$ cat src/rtl/hlw_pkg.sv
package hlw_pkg;

  // Which slot the next accepted sample fills.
  typedef enum logic {
    PH_EVEN = 1'b0,
    PH_ODD  = 1'b1
  } phase_e;

  // Kind of pair leaving the output stage.
  typedef enum logic [1:0] {
    PK_NONE  = 2'd0,
    PK_REAL  = 2'd1,
    PK_FRONT = 2'd2,
    PK_BACK  = 2'd3
  } pair_kind_e;

endpackage

$ cat src/rtl/hlw_split_ctrl.sv
module hlw_split_ctrl
  import hlw_pkg::*;
#(
  parameter int SAMPLE_W = 12,
  parameter int LINE_LEN = 256
) (
  input  logic                clk,
  input  logic                rst_n,
  input  logic                enable,
  input  logic                in_valid,
  input  logic [SAMPLE_W-1:0] in_sample,
  output logic [SAMPLE_W-1:0] even_smp,
  output logic [SAMPLE_W-1:0] odd_smp,
  output logic                pair_go,
  output logic                line_head,
  output logic                line_tail
);

  localparam int POS_W = (LINE_LEN > 1) ? $clog2(LINE_LEN) : 1;
  localparam logic [POS_W-1:0] POS_LAST = POS_W'(LINE_LEN - 1);

  logic                acc;
  phase_e              ph_q, ph_d;
  logic [POS_W-1:0]    pos_q, pos_d;
  logic [SAMPLE_W-1:0] even_q, even_d;

  // next-state
  always_comb begin
    acc    = enable & in_valid;
    ph_d   = ph_q;
    pos_d  = pos_q;
    even_d = even_q;
    if (acc) begin
      pos_d = (pos_q == POS_LAST) ? '0 : pos_q + 1'b1;
      if (ph_q == PH_EVEN) begin
        even_d = in_sample;
        ph_d   = PH_ODD;
      end else begin
        ph_d   = PH_EVEN;
      end
    end
  end

  // registers
  always_ff @(posedge clk or negedge rst_n) begin
    if (!rst_n) begin
      ph_q   <= PH_EVEN;
      pos_q  <= '0;
      even_q <= '0;
    end else if (acc) begin
      ph_q   <= ph_d;
      pos_q  <= pos_d;
      even_q <= even_d;
    end
  end

  assign even_smp  = even_q;
  assign odd_smp   = in_sample;
  assign pair_go   = acc & (ph_q == PH_ODD);
  assign line_head = acc & (pos_q == '0);
  assign line_tail = pair_go & (pos_q == POS_LAST);

  AST_HEAD_IS_EVEN: assert property (@(posedge clk) disable iff (!rst_n)
    line_head |-> ph_q == PH_EVEN);
  AST_PAIR_THEN_EVEN: assert property (@(posedge clk) disable iff (!rst_n)
    pair_go |=> ph_q == PH_EVEN);

endmodule

$ cat src/rtl/hlw_lift_pair.sv
module hlw_lift_pair #(
  parameter int SAMPLE_W = 12
) (
  input  logic [SAMPLE_W-1:0] even_smp,
  input  logic [SAMPLE_W-1:0] odd_smp,
  output logic [SAMPLE_W:0]   detail,
  output logic [SAMPLE_W-1:0] approx,
  output logic                approx_ovf
);

  logic signed [SAMPLE_W:0] e_x, o_x, d_s, half_s, sum_s;

  always_comb begin
    e_x    = $signed({even_smp[SAMPLE_W-1], even_smp});
    o_x    = $signed({odd_smp[SAMPLE_W-1], odd_smp});
    // predict: odd corrected by its even neighbour
    d_s    = o_x - e_x;
    // update: works on the detail, sign-extending halving
    half_s = d_s >>> 1;
    sum_s  = e_x + half_s;
    detail     = d_s;
    approx     = sum_s[SAMPLE_W-1:0];
    approx_ovf = sum_s[SAMPLE_W] ^ sum_s[SAMPLE_W-1];
  end

endmodule

$ cat src/rtl/hlw_out_stage.sv
module hlw_out_stage
  import hlw_pkg::*;
#(
  parameter int SAMPLE_W = 12,
  parameter int WIN_LEN  = 10,
  parameter int LINE_LEN = 256
) (
  input  logic                clk,
  input  logic                rst_n,
  input  logic                enable,
  input  logic                pair_go,
  input  logic                line_head,
  input  logic                line_tail,
  input  logic [SAMPLE_W-1:0] approx,
  input  logic [SAMPLE_W:0]   detail,
  output logic                tail_pend,
  output logic                out_valid,
  output logic [SAMPLE_W-1:0] out_approx,
  output logic [SAMPLE_W:0]   out_detail,
  output logic                out_eow
);

  localparam int PAD_PAIRS  = 1;
  localparam int WIN_PAIRS  = WIN_LEN / 2;
  localparam int LINE_PAIRS = LINE_LEN / 2 + 2 * PAD_PAIRS;
  localparam int WC_W = (WIN_PAIRS > 1) ? $clog2(WIN_PAIRS) : 1;
  localparam int LC_W = $clog2(LINE_PAIRS + 1);
  localparam logic [WC_W-1:0] WIN_LAST  = WC_W'(WIN_PAIRS - 1);
  localparam logic [LC_W-1:0] LINE_LAST = LC_W'(LINE_PAIRS - 1);

  pair_kind_e          kind;
  logic                emit, emit_pad, eow_now;
  logic [WC_W-1:0]     win_idx, win_q, win_d;
  logic [LC_W-1:0]     line_idx, line_q, line_d;
  logic                tail_q, tail_d;
  logic                valid_d, eow_d;
  logic [SAMPLE_W-1:0] appr_q, appr_d;
  logic [SAMPLE_W:0]   det_q, det_d;

  // next-state
  always_comb begin
    if (pair_go)                  kind = PK_REAL;
    else if (enable && line_head) kind = PK_FRONT;
    else if (enable && tail_q)    kind = PK_BACK;
    else                          kind = PK_NONE;
    emit     = (kind != PK_NONE);
    emit_pad = (kind == PK_FRONT) || (kind == PK_BACK);

    win_idx  = line_head ? '0 : win_q;
    line_idx = line_head ? '0 : line_q;
    eow_now  = (win_idx == WIN_LAST) || (line_idx == LINE_LAST);

    win_d  = win_q;
    line_d = line_q;
    if (emit) begin
      win_d  = eow_now ? '0 : win_idx + 1'b1;
      line_d = (line_idx == LINE_LAST) ? '0 : line_idx + 1'b1;
    end

    tail_d = tail_q;
    if (line_tail)            tail_d = 1'b1;
    else if (kind == PK_BACK) tail_d = 1'b0;

    valid_d = emit;
    eow_d   = emit & eow_now;
    appr_d  = appr_q;
    det_d   = det_q;
    if (kind == PK_REAL) begin
      appr_d = approx;
      det_d  = detail;
    end else if (emit_pad) begin
      appr_d = '0;
      det_d  = '0;
    end
  end

  // registers
  always_ff @(posedge clk or negedge rst_n) begin
    if (!rst_n) begin
      win_q  <= '0;
      line_q <= '0;
      tail_q <= 1'b0;
    end else if (enable) begin
      win_q  <= win_d;
      line_q <= line_d;
      tail_q <= tail_d;
    end
  end

  always_ff @(posedge clk or negedge rst_n) begin
    if (!rst_n) begin
      out_valid <= 1'b0;
      out_eow   <= 1'b0;
      appr_q    <= '0;
      det_q     <= '0;
    end else begin
      out_valid <= valid_d;
      out_eow   <= eow_d;
      appr_q    <= appr_d;
      det_q     <= det_d;
    end
  end

  assign out_approx = appr_q;
  assign out_detail = det_q;
  assign tail_pend  = tail_q;

  AST_PAD_ZERO: assert property (@(posedge clk) disable iff (!rst_n)
    emit_pad |=> (out_approx == '0) && (out_detail == '0) && out_valid);
  AST_NO_COLLIDE: assert property (@(posedge clk) disable iff (!rst_n)
    pair_go |-> !(line_head || tail_q));
  AST_EOW_WITH_VALID: assert property (@(posedge clk) disable iff (!rst_n)
    out_eow |-> out_valid);
  AST_IDLE_WHEN_OFF: assert property (@(posedge clk) disable iff (!rst_n)
    !enable |=> !out_valid);

endmodule

$ cat src/rtl/haar_lift_window.sv
module haar_lift_window #(
  parameter int SAMPLE_W = 12,
  parameter int WIN_LEN  = 10,
  parameter int LINE_LEN = 256
) (
  input  logic                clk,
  input  logic                rst_n,
  input  logic                enable,
  input  logic                in_valid,
  input  logic [SAMPLE_W-1:0] in_sample,
  output logic                out_valid,
  output logic [SAMPLE_W-1:0] out_approx,
  output logic [SAMPLE_W:0]   out_detail,
  output logic                out_eow
);

  logic [SAMPLE_W-1:0] even_smp, odd_smp, approx;
  logic [SAMPLE_W:0]   detail;
  logic                pair_go, line_head, line_tail, approx_ovf, tail_pend;

  hlw_split_ctrl #(
    .SAMPLE_W(SAMPLE_W),
    .LINE_LEN(LINE_LEN)
  ) u_split (
    .clk      (clk),
    .rst_n    (rst_n),
    .enable   (enable),
    .in_valid (in_valid),
    .in_sample(in_sample),
    .even_smp (even_smp),
    .odd_smp  (odd_smp),
    .pair_go  (pair_go),
    .line_head(line_head),
    .line_tail(line_tail)
  );

  hlw_lift_pair #(
    .SAMPLE_W(SAMPLE_W)
  ) u_lift (
    .even_smp  (even_smp),
    .odd_smp   (odd_smp),
    .detail    (detail),
    .approx    (approx),
    .approx_ovf(approx_ovf)
  );

  hlw_out_stage #(
    .SAMPLE_W(SAMPLE_W),
    .WIN_LEN (WIN_LEN),
    .LINE_LEN(LINE_LEN)
  ) u_out (
    .clk       (clk),
    .rst_n     (rst_n),
    .enable    (enable),
    .pair_go   (pair_go),
    .line_head (line_head),
    .line_tail (line_tail),
    .approx    (approx),
    .detail    (detail),
    .tail_pend (tail_pend),
    .out_valid (out_valid),
    .out_approx(out_approx),
    .out_detail(out_detail),
    .out_eow   (out_eow)
  );

  AST_NO_OVERFLOW: assert property (@(posedge clk) disable iff (!rst_n)
    pair_go |-> !approx_ovf);
  AST_LINE_GAP: assert property (@(posedge clk) disable iff (!rst_n)
    (tail_pend && enable) |-> !in_valid);

endmodule

$ cat config.mk
export PLATFORM = sky130hd
export DESIGN_NAME = haar_lift_window
export DESIGN_NICKNAME = d
export VERILOG_FILES = /design/src/rtl/hlw_pkg.sv /design/src/rtl/hlw_split_ctrl.sv /design/src/rtl/hlw_lift_pair.sv /design/src/rtl/hlw_out_stage.sv /design/src/rtl/haar_lift_window.sv
export SDC_FILE = /design/constraint.sdc
export NUM_CORES = 1
export LEC_CHECK = 0
export BUFFER_PORTS_ARGS = -buffer_cell sky130_fd_sc_hd__buf_2
export CELL_PAD_IN_SITES_DETAIL_PLACEMENT = 1
export CELL_PAD_IN_SITES_GLOBAL_PLACEMENT = 1
export CORE_AREA = 2 2 71 124
export CTS_CLUSTER_SIZE = 40
export DETAILED_ROUTE_END_ITERATION = 10
export DIE_AREA = 0 0 73 126
export GPL_TIMING_DRIVEN = 1
export PLACE_DENSITY = 0.84
export REMOVE_ABC_BUFFERS = 1
export SLEW_MARGIN = 20
export SYNTH_ARGS = -nofsm -noshare
export SYNTH_HDL_FRONTEND = slang
export SYNTH_SLANG_ARGS = --single-unit
$ cat constraint.sdc
create_clock -name clk -period 4.75 [get_ports clk]
set_clock_uncertainty 0.2 [all_clocks]
set_input_delay 0.2375 -clock clk [delete_from_list [all_inputs] [get_ports clk]]
set_output_delay 0.2375 -clock clk [all_outputs]
set_load 0.01 [all_outputs]
==> out/results.txt, run 1 <==
Post-place setup slack: 1.09 ns
Layout Cells excl Fill: 526
Row count: 44
Antenna-violating nets left: 0
Layout cells sized above 1: 20.0%
Max H-tree Level: 3
Number of synthesized flops with an enable pin: 0
Crit-path cells: inv_1, ha_1, nor2b_1, o21ai_0, a21boi_1, o21a_1, nor2_1, xnor2_1, ha_1, a21boi_1, o21a_1, o311a_1, or3_1, a32o_1
Fmax achieved: 0.257 GHz
NumNets Final: 476
Seq. cell area: 1500 um^2
Initial core utilization: 44.1%
Worst Path Required: 4.77 ns
Final instance area: 4370 um^2
Placer Congestion: 0.882
Synth-to-layout area growth: 20.6%
Die Wd: 73 um
Critical path class: reg -> reg
Top cells by count, synth: 60 x dfrtp_1, 41 x nand2_1, 37 x o21ai_0
P_leak: 2.13 nW
Clk sinks: 60
Initial antenna violation count: 0
RSZ-0062 raised after global routing: false
Slew @ Worst Pin: 0.965 ns
Post-synth top area share: 41.5%
TritonCTS Buffers: 9
CP startpoint: u_split.even_smp[1]
Via density: 5.73
Final Hold Fails: 0
WL/cell: 18.5 um
Slew HR: 35.5%
Seq cells post-synth: 60
First-pass GRT wire length: 16.7 mm
Clk_lat worst skew: 0.33 ns
PnR worst setup slack: 0.862 ns
Reg-to-reg slack, setup: 0.86 ns
Async set-reset flop share out of synthesis: 100%
PwrDens: 841 nW/um^2
Hold Crit Class: in -> reg
Worst path slowest cell: dfrtp_1
Post-CTS setup buffers: 0
Final slew viol count: 0
Global route overflow: 0
I/O pin total: 43
Final-report setup violation count: 0
Syn_area_per_cell: 9.73 um^2
Port buffer count: 42
Share of the yosys chip area belonging to registers: 41.5%
Cell variety after synth: 56
Startpoint types: flop
Antenna cells: 0
Fin Hold WS: 0.0269 ns
Worst r2r src: u_split.even_smp[1]
Critical Path Sink: u_out.out_approx[8]
Reg-to-Reg End: u_out.out_approx[8]
Die area: 9200 um^2
Clk Tree Root Cell: clkbuf_16
Delay of the slowest critical-path stage: 0.40 ns
Worst reg-to-reg path cell count: 14
Post-placement cell area: 3910 um^2
Core Box Area: 8200 um^2
Post-Syn Instances: 372
Post-DP HPWL: 6.90 mm
Status: finished clean
Post-synth top area cell: dfrtp_1
CTS tree: done
Worst Setup End Kind: flop
Top post-synthesis cells by area: dfrtp_1 41%, ha_1 10%, o21ai_0 5.1%
Synth Flop Type: dfrtp_1
Tcrit/Tclk final: 81.9%
Largest net degree at the start of global routing: 61
Fillers: 940
Chip height: 126 um
Crit path DAT: 3.91 ns
Multi-input logic area: 1960 um^2
Tot GR Track Use: 23.5%
Max FO, Critical Path: 4
Top-count cell post-synth: dfrtp_1
Via count: 3012
DR iter-0 viols: 137
Cell count after placement: 498
Vias in the first global route: 3477
CTS clk-pin slew, worst paths: 0.05 ns
Synth warn: 0
Fin crit period: 3.89 ns
Pre-antenna DRT Iters: 4
Post-Syn Area: 3620 um^2
DRC viols: 0
Clk buf depth: 2
WL final: 9.75 mm
Max Cap Viol: 0
VDD IR max: 0.000375 V
Post-route setup TNS: 0 ns
## critical path, delay by kind of cell, from the launching register on
family,cells,cell delay [ns]
AOI/OAI and AO/OA,7,1.67
adders and majority gates,2,0.60
and+or+nand+nor,3,0.56
DFF,1,0.40
xor gates and xnor gates,1,0.18
buffers and inverters,1,0.16
## area by class of cell
cell class,count,area share [%]
multi-input cells,273,44.9
inverters,29,2.49
clock buffers,12,6.10
clock inverters,4,1.60
well taps,92,2.64
repair buffers,56,7.91
flip-flops and latches,60,34.4
## worst min-delay path by stage
stage	slack [ns]	end	startpoint	cells past startpoint
final	0.03	u_split.even_smp[0]	in_sample[0]	3
after global routing	0.04	u_split.even_smp[0]	in_sample[0]	3
after CTS	0.01	u_split.even_smp[0]	in_sample[0]	3
after detailed placement	0.27	u_split.even_smp[0]	rst_n	2
after global placement	0.24	u_out.out_approx[0]	rst_n	2
after floorplan	-0.26	u_out.line_q[0]	rst_n	0
## per-stage QoR
step	utilization, %	power [W]
finish	53.2	0.00367
global route	53.2	0.00396
global placement	47.7	0.00278
floorplan	-	0.00235
detailed placement	47.7	0.00288
CTS	53.2	0.00368
## metal layers
| layer | global-route usage [%] | up-vias | share of wire, % |
|---|---|---|---|
| met2 | 43.7 | 45 | 56 |
| met5 | 0 | - | 0 |
| met1 | 25.2 | 1519 | 39 |
| met3 | 4.00 | 18 | 2.2 |
| li1 | - | 1430 | - |
| met4 | 9.26 | 0 | 2.4 |
## kinds of logic after synthesis
group / Yosys count / synth area share, %
and+or+nand+nor: 110 / 16.0
AOI/OAI and AO/OA: 97 / 17.5
DFF: 60 / 41.5
buffers and inverters: 39 / 4.63
adders and majority gates: 31 / 11.1
xor gates and xnor gates: 24 / 5.81
muxes: 11 / 3.42
## repair_timing
action | 4_1_cts | 5_1_grt
hold buffers | 12 | 0
hold endpoints to repair | 71 | 0
gates resized for setup | 0 | 0
## where the power goes
group          switching, W  internal, W
logic               0.00116     0.000893
clock network      0.000234     0.000500
registers          0.000167     0.000717
## state kept, by name, summed over array words and instances (netlist names)
register and cells:
u_split.even_smp 12, u_out.out_detail 13, u_split.ph_q 1, u_split.pos_q 8, u_out.line_q 8, u_out.out_approx 12, u_out.out_valid 1, u_out.out_eow 1
u_out.tail_pend 1, u_out.win_q 3
## layout by cell type, fill, tap and decap left out, types with 2 or more instances in the layout
cell type and n:
a21o_1 3, a22o_1 13, o21ai_0 37, inv_1 28
o211ai_1 2, o21a_1 4, and2_2 2, a211oi_1 6
nor3_1 4, fa_1 2, bufinv_16 2, buf_4 2
clkbuf_16 9, mux2_2 11, o21ai_1 2, a31oi_1 3
a21oi_1 12, nor2b_1 4, a21boi_1 2, nor3b_1 3
nand2_1 41, nand4_1 4, and3_1 4, o31ai_1 3
xnor2_1 13, clkinv_2 2, buf_2 42, dfrtp_1 60
nor2_1 22, and3_2 2, ha_1 29, or3_1 3
clkbuf_8 3, dlygate4sd3_1 12, xor2_1 11, nand3_1 8
(Power assumes the default switching activity.)
==> run 2, diff against run 1 <==
--- a/config.mk
+++ b/config.mk
@@ -8,12 +8,12 @@
 export BUFFER_PORTS_ARGS = -buffer_cell sky130_fd_sc_hd__buf_2
 export CELL_PAD_IN_SITES_DETAIL_PLACEMENT = 1
 export CELL_PAD_IN_SITES_GLOBAL_PLACEMENT = 1
-export CORE_AREA = 2 2 71 124
+export CORE_AREA = 2 2 75 130
 export CTS_CLUSTER_SIZE = 40
 export DETAILED_ROUTE_END_ITERATION = 10
-export DIE_AREA = 0 0 73 126
+export DIE_AREA = 0 0 77 132
 export GPL_TIMING_DRIVEN = 1
-export PLACE_DENSITY = 0.84
+export PLACE_DENSITY = 0.8
 export REMOVE_ABC_BUFFERS = 1
 export SLEW_MARGIN = 20
 export SYNTH_ARGS = -nofsm -noshare
==> constraint.sdc (replaced) <==
create_clock -name clk -period 3.25 [get_ports clk]
set_clock_uncertainty 0.2 [all_clocks]
set_input_delay 0.1625 -clock clk [delete_from_list [all_inputs] [get_ports clk]]
set_output_delay 0.1625 -clock clk [all_outputs]
set_load 0.01 [all_outputs]
==> out/results.txt, run 2 (synthesized netlist as in run 1, its figures left out) <==
Layout cells sized above 1: 37.7% (+18 points)
Fmax achieved: 0.281 GHz (+9.4%)
Die area: 10200 um^2 (+11%)
First-pass GRT wire length: 19.6 mm (+17%)
Max H-tree Level: 3 (unchanged)
Slew @ Worst Pin: 0.848 ns (-0.117 ns)
Tcrit/Tclk final: 109% (+28 points)
Most common cell after layout, fill and taps aside: dfrtp_1
Crit path DAT: 3.58 ns (-0.33 ns)
Placer Congestion: 0.790 (-10%)
NumNets Final: 536 (+13%)
Row count: 46 (+4.5%)
Layout Cells excl Fill: 613 (+17%)
Hold depth: 3 (unchanged)
RSZ-0062 raised after global routing: true
Fin crit period: 3.55 ns (-0.334 ns)
Initial core utilization: 39.8% (-4.3 points)
Reg-to-reg slack, setup: -0.30 ns (-1.17 ns)
Worst r2r src: u_split.even_smp[1]
Antenna-violating nets left: 0 (unchanged)
Clk sinks: 60 (unchanged)
Via count: 3379 (+12%)
Delay of the slowest critical-path stage: 0.39 ns (about the same)
Reg-to-Reg End: u_out.out_approx[8]
Hold Crit Start: in_sample[1]
Clk_lat worst skew: 0.34 ns (about the same)
Hold endpoint: u_split.even_smp[1]
Synth-to-layout area growth: 40.6%
Startpoint types: flop
Via density: 5.51 (-3.7%)
Post-DP HPWL: 7.47 mm (+8.3%)
Largest net degree at the start of global routing: 41 (-33%)
Final-report setup violation count: 6 (+6)
Vias in the first global route: 3819 (+9.8%)
Final slew viol count: 0 (unchanged)
Core Box Area: 9090 um^2 (+11%)
Most frequent CP cell: o21a_1
Worst Setup End Kind: flop
DRC viols: 0 (unchanged)
Die Wd: 77 um (+5.5%)
I/O pin total: 43 (unchanged)
Status: complete, but fails checks
Worst Path Required: 3.27 ns (-1.50 ns)
Fillers: 1051 (+12%)
Slew HR: 43.4% (+8.0 points)
Cell count after placement: 571 (+15%)
Multi-input logic area: 2220 um^2 (+13%)
Clk Tree Root Cell: clkbuf_16
CTS clk-pin slew, worst paths: 0.06 ns (about the same)
Seq. cell area: 1500 um^2 (unchanged)
Global route overflow: 0 (unchanged)
Critical path class: reg -> reg
Post-place setup slack: -0.439 ns (-1.53 ns)
DR iter-0 viols: 138 (+0.73%)
Crit-path cells: inv_2, buf_6, fa_2, a211oi_4, nor2_2, o21a_1, nor2_1, xnor2_1, ha_1, o21a_1, o311a_1, or3_1, a32o_1
Final Hold Fails: 0 (unchanged)
Worst reg-to-reg path cell count: 13 (-1)
Fin util: 56.0% (+2.8 points)
Chip height: 132 um (+4.8%)
Clk buf depth: 2 (unchanged)
Violated checks: negative setup slack
WL final: 12.6 mm (+29%)
Antenna cells: 0 (unchanged)
Worst path slowest cell: fa_2
Pre-antenna DRT Iters: 4 (unchanged)
Tot GR Track Use: 25.0% (+1.5 points)
Max Cap Viol: 0 (unchanged)
Hold Crit Class: in -> reg
CTS tree: done
Commonest cells after routing, fill and taps aside: 60 x dfrtp_1, 58 x buf_4, 42 x buf_2
CP top delay family: compound AO/OA/AOI/OAI gates
TritonCTS Buffers: 9 (unchanged)
Fin Hold WS: 0.0438 ns (+0.0169 ns)
Port buffer count: 42 (unchanged)
Max FO, Critical Path: 3 (-1)
Buf+Inv Stages, Crit Path: 2 (+1)
WL/cell: 20.6 um (+11%)
PnR worst setup slack: -0.304 ns (-1.17 ns)
Largest register FFs: 13 (unchanged)
Initial antenna violation count: 0 (unchanged)
run 2: cell types whose count changed in the layout (fill, tap and decap cells not counted), moves of 7 or more:
cell,before,now
o21ai_1,2,12
ha_1,29,22
o21ai_0,37,25
buf_4,2,58
run 2: per-stage QoR:
stage / cell area [um^2] / setup TNS (ns)
after CTS: 4960 / -0.352
after global routing: 5090 / -1.99
final: 5090 / -1.25
after floorplan: 3560 / -0.0915
after detailed placement: 4280 / -1.30
after global placement: 4280 / -0.626
run 2: layer usage:
| metal | vias to the layer above | global-route usage [%] | wire, um |
|---|---|---|---|
| met4 | 0 | 15.1 | 753 |
| met5 | - | 0 | 0 |
| met3 | 51 | 3.90 | 372 |
| li1 | 1543 | - | - |
| met2 | 93 | 45.9 | 6980 |
| met1 | 1692 | 26.1 | 4510 |
run 2: layout make-up:
class / instances / area share [%]
Sequential cell: 60 / 29.5
Timing Repair Buffer: 116 / 15.9
Multi-Input combinational cell: 273 / 43.5
Clock inverter: 1 / 0.590
Tap cell: 120 / 2.95
Inverter: 29 / 2.14
Clock buffer: 14 / 5.38
run 2: timing repair:
item                                    4_1_cts  5_1_grt
endpoints found under the setup margin        6        8
gates resized for setup                      42       21
hold buffers                                 13        0
pin swaps                                    30       18
setup buffers                                11        3
endpoints found under the hold margin        32        0
run 2: how the worst max path moves through the flow:
stage,start,to,depth (start not counted)
finish,u_split.even_smp[1],u_out.out_approx[8],13
global route,u_split.even_smp[0],u_out.out_approx[10],15
CTS,u_split.even_smp[0],u_out.out_approx[8],13
detailed placement,u_split.even_smp[1],u_out.out_approx[10],16
global placement,u_split.even_smp[1],u_out.out_approx[10],16
floorplan,u_split.even_smp[1],u_out.out_approx[8],14
run 2: tightest hold or removal path: stages:
cell and delay [ns]:
buf_2 0.13, buf_4 0.13, mux2_2 0.13
Power of run 2 is not shown: default switching activity piles up to over one toggle a cycle in this logic, so the estimate is an artifact.
